--- config.mk ---
export PLATFORM = sky130hd
export DESIGN_NAME = int_flag_unit
export DESIGN_NICKNAME = d
export VERILOG_FILES = /design/src/rtl/flag_pkg.sv /design/src/rtl/flag_operand_prep.sv /design/src/rtl/flag_carry_eval.sv /design/src/rtl/flag_overflow_eval.sv /design/src/rtl/flag_cond_eval.sv /design/src/rtl/int_flag_unit.sv
export SDC_FILE = /design/constraint.sdc
export NUM_CORES = 1
export LEC_CHECK = 0
export BUFFER_PORTS_ARGS = -buffer_cell sky130_fd_sc_hd__buf_4
export CAP_MARGIN = 30
export CORE_UTILIZATION = 45
export DETAILED_ROUTE_END_ITERATION = 16
export GPL_TIMING_DRIVEN = 0
export PLACE_DENSITY = 0.72
export SLEW_MARGIN = 40
export SYNTH_ARGS = -nofsm -noshare
export SYNTH_HDL_FRONTEND = slang
export SYNTH_HIERARCHICAL = 1
export SYNTH_SLANG_ARGS = --single-unit
--- constraint.sdc ---
create_clock -name clk -period 3.4 [get_ports clk]
set_input_delay 0.17 -clock clk [delete_from_list [all_inputs] [get_ports clk]]
set_output_delay 0.17 -clock clk [all_outputs]
set_load 0.01 [all_outputs]
--- src/rtl/flag_pkg.sv ---
// Package: shared widths and condition-field bit positions for the flag unit.
// Assumes a 64-bit datapath with a half-width boundary at bit 32.
package flag_pkg;
    localparam int unsigned XLEN_DEF    = 64;
    localparam int unsigned NREG_DEF    = 3;

    // Bit positions inside the 4-bit condition field.
    localparam int unsigned CR_NEG  = 3;
    localparam int unsigned CR_POS  = 2;
    localparam int unsigned CR_ZERO = 1;
    localparam int unsigned CR_SUM  = 0;

    // Packed view of the computed flags before registering.
    typedef struct packed {
        logic ca;
        logic ca32;
        logic ov;
        logic ov32;
    } flag_calc_t;
endpackage

--- src/rtl/flag_operand_prep.sv ---
// Operand preparation: places the used register operands in slots
// 0..reg_cnt-1 and the immediate (if any) in slot reg_cnt, complements
// register operand 0 when requested, and reports how many slots are used.
// Assumes reg_cnt never exceeds NREG.
module flag_operand_prep #(
    parameter int unsigned XLEN = 64,
    parameter int unsigned NREG = 3,
    localparam int unsigned NSLOT = NREG + 1,
    localparam int unsigned CNTW  = $clog2(NREG + 1),
    localparam int unsigned TOTW  = $clog2(NSLOT + 1)
) (
    input  logic [NREG*XLEN-1:0]  reg_opnds,
    input  logic [CNTW-1:0]       reg_cnt,
    input  logic                  imm_valid,
    input  logic [XLEN-1:0]       imm_data,
    input  logic                  invert_first,
    output logic [NSLOT*XLEN-1:0] slot_val,
    output logic [NSLOT-1:0]      slot_used,
    output logic [TOTW-1:0]       slot_total
);
    for (genvar s = 0; s < NSLOT; s++) begin : g_slot
        logic is_imm;
        assign is_imm = imm_valid && (reg_cnt == CNTW'(s));
        if (s < NREG) begin : g_reg
            logic          reg_used;
            logic [XLEN-1:0] reg_word;
            assign reg_used = (CNTW'(s) < reg_cnt);
            // Register word for this slot, complemented only for operand 0.
            always_comb begin
                reg_word = reg_opnds[s*XLEN +: XLEN];
                if (s == 0 && invert_first) reg_word = ~reg_word;
            end
            // Slot content: register operand, else immediate, else zero.
            always_comb begin
                if (reg_used)    slot_val[s*XLEN +: XLEN] = reg_word;
                else if (is_imm) slot_val[s*XLEN +: XLEN] = imm_data;
                else             slot_val[s*XLEN +: XLEN] = '0;
            end
            assign slot_used[s] = reg_used || is_imm;
        end else begin : g_tail
            // The last slot can only ever hold the immediate.
            assign slot_val[s*XLEN +: XLEN] = is_imm ? imm_data : '0;
            assign slot_used[s] = is_imm;
        end
    end

    assign slot_total = TOTW'(reg_cnt) + TOTW'(imm_valid);
endmodule

--- src/rtl/flag_carry_eval.sv ---
// Carry evaluation: full-width carry from unsigned slot-versus-result
// compares; half-width carry from either the bit-32 parity rule (add
// family) or low-half unsigned compares. Assumes XLEN > 32.
module flag_carry_eval #(
    parameter int unsigned XLEN  = 64,
    parameter int unsigned NSLOT = 4,
    localparam int unsigned HALF = 32
) (
    input  logic [NSLOT*XLEN-1:0] slot_val,
    input  logic [NSLOT-1:0]      slot_used,
    input  logic [XLEN-1:0]       result,
    input  logic                  is_add,
    output logic                  ca,
    output logic                  ca32
);
    logic [NSLOT-1:0] gt_full;
    logic [NSLOT-1:0] gt_half;

    for (genvar s = 0; s < NSLOT; s++) begin : g_cmp
        logic [XLEN-1:0] w;
        assign w = slot_val[s*XLEN +: XLEN];
        assign gt_full[s] = slot_used[s] && (w > result);
        assign gt_half[s] = slot_used[s] && (w[HALF-1:0] > result[HALF-1:0]);
    end

    logic par_a;
    logic par_b;
    assign par_a = slot_used[0] && slot_val[HALF];
    assign par_b = slot_used[1] && slot_val[XLEN + HALF];

    // Select the half-width carry rule by operation class.
    always_comb begin
        ca = |gt_full;
        if (is_add) ca32 = result[HALF] ^ par_a ^ par_b;
        else        ca32 = |gt_half;
    end
endmodule

--- src/rtl/flag_overflow_eval.sv ---
// Overflow evaluation: sign rule on the first two slots at the top bit and
// at bit 31, with a divider-supplied override. Assumes the caller gates the
// result with the overflow enable and the operand-count condition.
module flag_overflow_eval #(
    parameter int unsigned XLEN = 64,
    localparam int unsigned HALF = 32
) (
    input  logic [XLEN-1:0] op_a,
    input  logic [XLEN-1:0] op_b,
    input  logic [XLEN-1:0] result,
    input  logic            div_valid,
    input  logic            div_val,
    output logic            ov,
    output logic            ov32
);
    logic sign_ov;
    logic sign_ov32;
    assign sign_ov   = (op_a[XLEN-1] == op_b[XLEN-1]) && (result[XLEN-1] != op_a[XLEN-1]);
    assign sign_ov32 = (op_a[HALF-1] == op_b[HALF-1]) && (result[HALF-1] != op_a[HALF-1]);

    // Divider value overrides both sign-rule outcomes.
    always_comb begin
        if (div_valid) begin
            ov   = div_val;
            ov32 = div_val;
        end else begin
            ov   = sign_ov;
            ov32 = sign_ov32;
        end
    end
endmodule

--- src/rtl/flag_cond_eval.sv ---
// Condition-field builder: negative/positive/zero from the signed result and
// the summary bit supplied by the caller (already including this update).
module flag_cond_eval #(
    parameter int unsigned XLEN = 64
) (
    input  logic [XLEN-1:0] result,
    input  logic            sum_in,
    output logic [3:0]      cond
);
    import flag_pkg::*;
    logic is_zero;
    assign is_zero = (result == '0);

    // Pack the four condition bits at their fixed positions.
    always_comb begin
        cond          = '0;
        cond[CR_NEG]  = result[XLEN-1];
        cond[CR_POS]  = !result[XLEN-1] && !is_zero;
        cond[CR_ZERO] = is_zero;
        cond[CR_SUM]  = sum_in;
    end
endmodule

--- src/rtl/int_flag_unit.sv ---
// Integer flag unit top: prepares operand slots, evaluates carry, overflow
// and the condition field, and registers the flags on a valid operation.
// Assumes synchronous active-low reset and one operation per valid cycle.
module int_flag_unit #(
    parameter int unsigned XLEN = flag_pkg::XLEN_DEF,
    parameter int unsigned NREG = flag_pkg::NREG_DEF,
    localparam int unsigned NSLOT = NREG + 1,
    localparam int unsigned CNTW  = $clog2(NREG + 1),
    localparam int unsigned TOTW  = $clog2(NSLOT + 1)
) (
    input  logic                 clk,
    input  logic                 rst_n,
    input  logic                 valid_in,
    input  logic [NREG*XLEN-1:0] reg_opnds,
    input  logic [CNTW-1:0]      reg_cnt,
    input  logic                 imm_valid,
    input  logic [XLEN-1:0]      imm_data,
    input  logic                 invert_first,
    input  logic [XLEN-1:0]      result,
    input  logic                 is_add,
    input  logic                 carry_en,
    input  logic [1:0]           carry_done,
    input  logic                 op_ca,
    input  logic                 op_ca32,
    input  logic                 oe_bit,
    input  logic                 oe_valid,
    input  logic                 divovf_valid,
    input  logic                 divovf_val,
    input  logic                 rec_en,
    output logic                 flag_so,
    output logic                 flag_ov,
    output logic                 flag_ov32,
    output logic                 flag_ca,
    output logic                 flag_ca32,
    output logic [3:0]           cr0
);
    import flag_pkg::*;

    logic [NSLOT*XLEN-1:0] slot_val;
    logic [NSLOT-1:0]      slot_used;
    logic [TOTW-1:0]       slot_total;
    flag_calc_t            calc;
    logic                  ov_go;
    logic                  so_next;
    logic [3:0]            cond_next;

    flag_operand_prep #(.XLEN(XLEN), .NREG(NREG)) u_prep (
        .reg_opnds    (reg_opnds),
        .reg_cnt      (reg_cnt),
        .imm_valid    (imm_valid),
        .imm_data     (imm_data),
        .invert_first (invert_first),
        .slot_val     (slot_val),
        .slot_used    (slot_used),
        .slot_total   (slot_total)
    );

    flag_carry_eval #(.XLEN(XLEN), .NSLOT(NSLOT)) u_carry (
        .slot_val  (slot_val),
        .slot_used (slot_used),
        .result    (result),
        .is_add    (is_add),
        .ca        (calc.ca),
        .ca32      (calc.ca32)
    );

    flag_overflow_eval #(.XLEN(XLEN)) u_ovf (
        .op_a      (slot_val[0 +: XLEN]),
        .op_b      (slot_val[XLEN +: XLEN]),
        .result    (result),
        .div_valid (divovf_valid),
        .div_val   (divovf_val),
        .ov        (calc.ov),
        .ov32      (calc.ov32)
    );

    // Overflow is evaluated only with a qualified enable and enough inputs.
    assign ov_go   = oe_bit && oe_valid && ((slot_total >= TOTW'(2)) || divovf_valid);
    // Summary bit as it will stand after this update, forwarded to cr0.
    assign so_next = ov_go ? (flag_so || calc.ov) : flag_so;

    flag_cond_eval #(.XLEN(XLEN)) u_cond (
        .result (result),
        .sum_in (so_next),
        .cond   (cond_next)
    );

    // Carry flags: computed or operation-supplied, under carry_en.
    always_ff @(posedge clk) begin
        if (!rst_n) begin
            flag_ca   <= 1'b0;
            flag_ca32 <= 1'b0;
        end else if (valid_in && carry_en) begin
            flag_ca   <= carry_done[0] ? op_ca   : calc.ca;
            flag_ca32 <= carry_done[1] ? op_ca32 : calc.ca32;
        end
    end

    // Overflow flags and sticky summary bit, under the qualified enable.
    always_ff @(posedge clk) begin
        if (!rst_n) begin
            flag_ov   <= 1'b0;
            flag_ov32 <= 1'b0;
            flag_so   <= 1'b0;
        end else if (valid_in && ov_go) begin
            flag_ov   <= calc.ov;
            flag_ov32 <= calc.ov32;
            flag_so   <= so_next;
        end
    end

    // Condition field, loaded only when recording.
    always_ff @(posedge clk) begin
        if (!rst_n)                  cr0 <= '0;
        else if (valid_in && rec_en) cr0 <= cond_next;
    end
endmodule

; ---- After elaboration in Yosys (flattened, before gate mapping)
; Cells that the tools add are included.
[word_totals]
regBits = 9
input_bits = 338
out_inout_bits = 9
elab_cells = 76
[classes]
addsub = 1
magnitude_cmp = 12
n_eq_ne = 7
n_mux = 14
n_bitwise = 3
reduce_logical = 33
[ops]
columns = operator, count
row1 = 64-bit 2-to-1 mux, 8
row2 = 64-bit > comparator, 4
row3 = 32-bit > comparator, 4
row4 = 64-bit zero test, 1
row5 = 64-bit NOT, 1
row6 = 1-bit logical AND, 22
row7 = 4-bit OR reduction, 2
row8 = 1-bit 2-to-1 mux, 6
row9 = 1-bit logical OR, 5
row10 = "2-bit == test, second input constant", 2
row11 = "1-bit by 2-bit < comparator with 1-bit output, first input constant", 2
row12 = 2-bit by 1-bit adder with 3-bit output, 1
row13 = "3-bit by 2-bit >= comparator with 1-bit output, second input constant", 1
row14 = 1-bit == test, 2
row15 = "2-bit by 1-bit == test with 1-bit output, second input constant", 1
row16 = 1-bit zero test, 2
row17 = 2-bit zero test, 1
row18 = "2-bit < comparator, first input constant", 1
row19 = 1-bit != test, 2
row20 = 1-bit XOR, 2

; ---- Logic depth before layout (Yosys ltp)
; Gate-level depths: netlist (run 1).
[depth]
depth_word = 9
ltp_mapped = 17
mapped_depth_nobuf = 14

; ---- By module
; The synthesis (run 1) kept the hierarchy.
[modules_own_cells]
columns = mod, n_inst, cells_each, area_each_um2, seq_area_each_um2
row1 = flag_carry_eval, 1, 742, 5785.5, 0.0
row2 = flag_operand_prep, 1, 743, 4321.6, 0.0
row3 = int_flag_unit, 1, 42, 379.1, 180.2
row4 = flag_cond_eval, 1, 25, 188.9, 0.0
row5 = flag_overflow_eval, 1, 8, 55.1, 0.0

; ---- Least setup slack after synthesis (run 1)
; No wires, ideal clock.
[synth_timing]
path_kind = input -> register
from = input imm_valid
to = register flag_ca32
setup_ns = 0.131
t_arrival_ns = 2.689
required_ns = 3.269
setup_slack_ns = 0.581
path_stages = 15
path_buffers = 3
cell_sequence = buf_2 > buf_2 > buf_2 > nand3b_1 > a21boi_0 > ha_1 > a21o_1 > a221o_1 > a221oi_2 > o21ai_1 > a21oi_2 > nor2_1 > o41a_1 > mux2i_1 > a311oi_1
[synth_rtl]
columns = item, line
row1 = "start, declared", int_flag_unit.sv:16  ; input logic imm_valid,
row2 = "end signal, assigned", int_flag_unit.sv:95  ; flag_ca32 <= carry_done[1] ? op_ca32 : calc.ca32;
row3 = "end, declared", int_flag_unit.sv:34  ; output logic flag_ca32,

==> impl_metrics.tcl, run 1 <==
set metrics [dict create \
    end_kind "flop" \
    ir_drop_mv 0.224 \
    grt-ovfl-total 0 \
    cts_htree_levels 1 \
    route.detailed.wl_per_inst_um 20.8 \
    period_share 0.988 \
    num_vias 13400 \
    numPortBuffers 345 \
    period_needed_ns 3.36 \
    synth_flop_cell "dfxtp_1" \
    seq_area_frac_synth 0.0168 \
    grt_max_degree 11 \
    required_ns 3.51 \
    mappedNetlistArea_mm2 0.0107 \
    syn_inst 1560 \
    skew_ns 0.0000284 \
    place_inst 2224 \
    pin_count 347 \
    place_hpwl_um 39100 \
    area_delta_synth_final_pct 32.0 \
    finalPower_mw 2.14 \
    drcViolationCount 0 \
    dr.pass1.iters 5 \
    die_w_um 156 \
    initial_core_util 0.459 \
    drt-total-wl_um 46400 \
    antenna_found_initial 1 \
    nets 2506 \
    setup-violations-final 0 \
    final.setup.tns_ns 0 \
    syn_nets 2156 \
    register_area_um2 180 \
    row_count 56 \
    fin_cells 2229 \
    fmax_mhz 298 \
    outcome "finished, final reports clean" \
    drive_gt1_frac 0.247 \
    hold_slack_ns 0.168 \
    die_h_um 156 \
    cts_tree "yes" \
    worstMarginPinSlew_ns 0.628 \
    path_max_fanout 10 \
    cts_buffer_depth 2 \
    leakagePower_nw 7.03 \
    hold_violations 0 \
    die_area_mm2 0.0245 \
    relSlewSlack 0.578 \
    synth_area_per_cell_um2 6.88 \
    yosysWarningCount 6 \
    ys_ff_latch 9 \
    layout_setup_ws_ns 0.0394 \
    arrival_ns 3.47 \
    ant_nets 0 \
    dpl_worst_slack_ns -0.960 \
    final_cell_area_mm2 0.0142 \
    synthDistinctLibCells 56 \
    start_kind "input port" \
    power_density_mw_per_mm2 151 \
    cts-root-buf "clkbuf_16" \
    hp-class "in -> reg" \
    grt_pass1_vias 12600 \
    drt-initial-drc-count 902 \
    clk_latency_ns 0.24 \
    final_util 0.605 \
    viasPerCell 6.00 \
    place.gp.congestion 0.947 \
    grt_usage 0.364 \
    worst_setup_hold_path_clk_slew_ns 0.04 \
    drv_slew 0 \
    numClockSinks 9 \
    coreArea_mm2 0.0234 \
    place_area_mm2 0.0137 \
    synth-edff-count 0 \
    cts_buffers 3 \
    critPathKind "in -> reg" \
    grt_pass1_wl_um 68900 \
    rrSetupSlack_ns 2.56 \
    fillCellCount 2305 \
    multi_input_area_mm2 0.0100 \
    maxCapViolations 0 \
    async_flop_share 0 \
]
-- cell usage in the layout, fill, tap and decap left out, types with 26 or more instances in the layout --
cell      Yosys  routed
a21boi_0     65      57
nand2_1     232     231
ha_1        258     258
xnor2_1      66      66
a211oi_1     46      42
nand4_1      43      43
inv_1        76      76
mux2i_1      27      26
nand3b_1     67      67
o21ai_0     103      96
nand3_1     100      98
nor2_1       46      46
and2_1       42      42
buf_4         4     361
a21oi_1     148     141
-- critical path, cell delays in order --
cell,delay [ns]
buf_4,0.13
buf_8,0.19
buf_8,0.19
buf_4,0.18
nand2_1,0.09
a21boi_0,0.21
ha_1,0.28
and2_1,0.17
a221o_1,0.31
a221oi_2,0.32
o21ai_2,0.14
a21oi_2,0.17
nor2_1,0.05
o41a_1,0.52
mux2i_1,0.21
a311oi_1,0.12
-- metal layers --
metal  global-route usage  routed length, um  vias up
met3               0.0399               3960       85
met1                0.470              19600     6176
li1                     -                  -     6428
met2                0.629              21300      674
met4                0.112               1490        0
met5                    0                  0        -
-- state kept, by name, summed over array words and instances, names as in the netlist --
signal / flops
flag_ca: 1
flag_so: 1
flag_ov: 1
flag_ov32: 1
cr0: 4
flag_ca32: 1
-- final cells by class --
cell class                      count  area share
Antenna cell                        1    0.000177
Buffer                             98      0.0434
Clock buffer                        4     0.00556
Inverter                           76      0.0201
Multi-Input combinational cell   1376       0.707
Sequential cell                     9      0.0127
Tap cell                          319      0.0282
Timing Repair Buffer              346       0.183
-- cell families after synthesis --
kind of cell / Yosys count / synth area share
xor+xnor: 66 / 0.0539
mux: 27 / 0.0252
simple gates: 596 / 0.287
fa+ha+maj: 258 / 0.301
flops: 9 / 0.0168
compound gates: 429 / 0.246
buf+inv: 175 / 0.0707
-- Yosys cell counts (5+ instances only) --
cell type | number | area, um^2
a21o_1 | 25 | 188
nor2_1 | 46 | 173
nand3_1 | 100 | 500
a211oi_1 | 46 | 345
nand2_1 | 232 | 871
buf_1 | 6 | 22.5
a221oi_1 | 12 | 105
a21oi_1 | 148 | 741
ha_1 | 258 | 3230
nor3_1 | 9 | 45.0
o21ai_0 | 103 | 515
xnor2_1 | 66 | 578
and4_1 | 11 | 96.3
inv_1 | 76 | 285
nand4_1 | 43 | 269
buf_2 | 45 | 225
nor4_1 | 22 | 138
a31oi_1 | 5 | 31.3
and2_1 | 42 | 263
dfxtp_1 | 9 | 180
clkbuf_1 | 40 | 150
mux2i_1 | 27 | 270
a21boi_0 | 65 | 488
nor4_2 | 6 | 75.1
nand3b_1 | 67 | 503
-- power by group --
part           switching, mW  internal (mW)
sequential           0.00254          0.111
combinational           1.00          0.812
clock                 0.0547          0.157
-- path summary, 6_finish.rpt --
check                  start         to  cells after the start
setup / recovery  reg_cnt[0]  flag_ca32                     16
hold / removal      carry_en    flag_ca                      2
setup reg to reg     flag_so     cr0[0]                      4
hold reg to reg       cr0[0]     cr0[0]                      2
-- what timing repair did --
item / 4_1_cts / 5_1_grt
cloned: 0 / 0
buffers inserted: 0 / 1
hold buffers: 0 / 0
pin swaps: 3 / 11
setup endpoints to repair: 2 / 2
resized for setup: 50 / 88
(Power assumes the default switching activity.)
==> run 2: changes to the inputs <==
--- a/config.mk
+++ b/config.mk
@@ -7,10 +7,11 @@
 export LEC_CHECK = 0
 export BUFFER_PORTS_ARGS = -buffer_cell sky130_fd_sc_hd__buf_4
 export CAP_MARGIN = 30
-export CORE_UTILIZATION = 45
+export CORE_MARGIN = 4
+export CORE_UTILIZATION = 54
 export DETAILED_ROUTE_END_ITERATION = 16
 export GPL_TIMING_DRIVEN = 0
-export PLACE_DENSITY = 0.72
+export PLACE_DENSITY = 0.94
 export SLEW_MARGIN = 40
 export SYNTH_ARGS = -nofsm -noshare
 export SYNTH_HDL_FRONTEND = slang
==> run 2 against run 1 <==
Compared with the run above:
- utilization increased by 11 points
- final cell count decreased by 2.3%
- combinational power about the same
- sequential cell count unchanged
- hold slack improved by 0.014 ns
- sequential share of layout area about the same
- cell area decreased by 0.91%
- largest cell class unchanged
==> impl_metrics.tcl, run 2 (synthesized netlist as in run 1, its figures left out) <==
set metrics [dict create \
    hp-class "in -> reg" \
    holdPathStages 2 \
    worst_setup_hold_path_clk_slew_ns 0.04 \
    die_w_um 149 \
    crit_slowest_cell "a2111o_1" \
    r2r_end "cr0[0]" \
    top_register "cr0" \
    cts_tree "yes" \
    drt-total-wl_um 47100 \
    rrSetupSlack_ns 2.50 \
    die_h_um 149 \
    viasPerCell 6.50 \
    grt_max_degree 11 \
    arrival_ns 3.45 \
    cts_buffer_depth 2 \
    period_needed_ns 3.34 \
    ir_drop_mv 0.0947 \
    hold_start "carry_en" \
    period_share 0.983 \
    numClockSinks 9 \
    cts-root-buf "clkbuf_16" \
    grt-ovfl-total 0 \
    outcome "finished, final reports clean" \
    place_inst 2170 \
    grt_use_met3 0.0875 \
    leakagePower_nw 7.01 \
    power_density_mw_per_mm2 152 \
    met2_usage 0.655 \
    drt-initial-drc-count 1706 \
    route.detailed.wl_per_inst_um 21.6 \
    critPathKind "in -> reg" \
    largest_reg_flops 4 \
    start_kind "input port" \
    cts_htree_levels 1 \
    worstReg2RegStart "flag_so" \
    setup-violations-final 0 \
    hold_violations 0 \
    place_area_mm2 0.0137 \
    row_count 51 \
    final_cell_area_mm2 0.0140 \
    final_cell_mix "buf_4, ha_1, nand2_1" \
    dr.pass1.iters 9 \
    maxCapViolations 0 \
    drv_slew 0 \
    cp_num_buf_inv 3 \
    final_common_cell "buf_4" \
    place.gp.congestion 1.02 \
    drcViolationCount 0 \
    cp_top_family "simple AND/OR/NAND/NOR gates" \
    coreArea_mm2 0.0195 \
    drive_gt1_frac 0.243 \
    path_max_fanout 10 \
    skew_ns 0.000615 \
    layout_setup_ws_ns 0.0572 \
    grt_use_met1 0.481 \
    required_ns 3.51 \
    dpl_worst_slack_ns -0.527 \
    path_cells "buf_4, buf_6, and3_2, clkbuf_4, and2_1, ha_1, nand2_1, o21ai_0, a22o_1, a2111o_1, a21oi_1, nor3_1, nor4b_2, nand4_1, mux2i_1, a311oi_1" \
    antenna_found_initial 1 \
    reg2regPathDepth 4 \
    relSlewSlack 0.517 \
    place_hpwl_um 39000 \
    max_stage_delay_ns 0.39 \
    fin_cells 2177 \
    hold_end "flag_ca" \
    die_area_mm2 0.0222 \
    area_delta_synth_final_pct 30.8 \
    cts_buffers 3 \
    nets 2508 \
    grt_pass1_wl_um 71200 \
    numPortBuffers 345 \
    final.setup.tns_ns 0 \
    ant_nets 0 \
    grt_usage 0.397 \
    pin_count 347 \
    initial_core_util 0.550 \
    end_kind "flop" \
    clk_latency_ns 0.24 \
    fmax_mhz 299 \
    worstMarginPinSlew_ns 0.722 \
    busiest_layer "met2" \
    grt_pass1_vias 13800 \
    num_vias 14100 \
]
==> run 2: through the flow <==
step                       util  power, mW  hold WS [ns]
final                     0.719       2.14         0.182
after CTS                 0.708       2.04         0.178
after floorplan               -       1.09         0.286
after detailed placement  0.699       1.81         0.425
after global placement    0.699       1.75         0.411
after global routing      0.719       2.31         0.185
==> run 2: worst max-delay path by stage <==
stage                          start         to  slack (ns)  cells after the start
after floorplan            imm_valid  flag_ca32        0.58                     15
after global placement    reg_cnt[0]    flag_ca       -0.47                     16
after detailed placement  reg_cnt[0]    flag_ca       -0.53                     16
after CTS                 reg_cnt[1]    flag_ca       0.001                     17
after global routing      reg_cnt[0]    flag_ca       -0.02                     15
final                     reg_cnt[1]    flag_ca        0.06                     16
==> run 2: what timing repair did <==
item,in CTS,in global routing
setup buffers,0,3
setup endpoints to repair,2,2
pin swaps,1,15
hold buffers,0,0
gates resized for setup,33,100
==> run 2: area by class of cell <==
cell class / count / area [um^2]
Antenna cell: 1 / 2.50
Buffer: 98 / 596
Clock buffer: 4 / 78.8
Fill cell: 1701 / 5490
Inverter: 76 / 285
Multi-Input combinational cell: 1376 / 9950
Sequential cell: 9 / 180
Tap cell: 265 / 332
Timing Repair Buffer: 348 / 2610
==> run 2: routing by layer <==
layer	part of all wire	vias to the layer above	wire length, um
li1	-	6421	-
met2	0.45	1050	21100
met1	0.37	6455	17300
met4	0.059	0	2780
met5	0	-	0
met3	0.13	214	5950
==> run 2: power breakdown <==
group | leakage (nW) | switching (mW) | internal (mW)
clock | 0.0382 | 0.0554 | 0.157
sequential | 0.0733 | 0.00265 | 0.111
combinational | 6.89 | 1.01 | 0.807
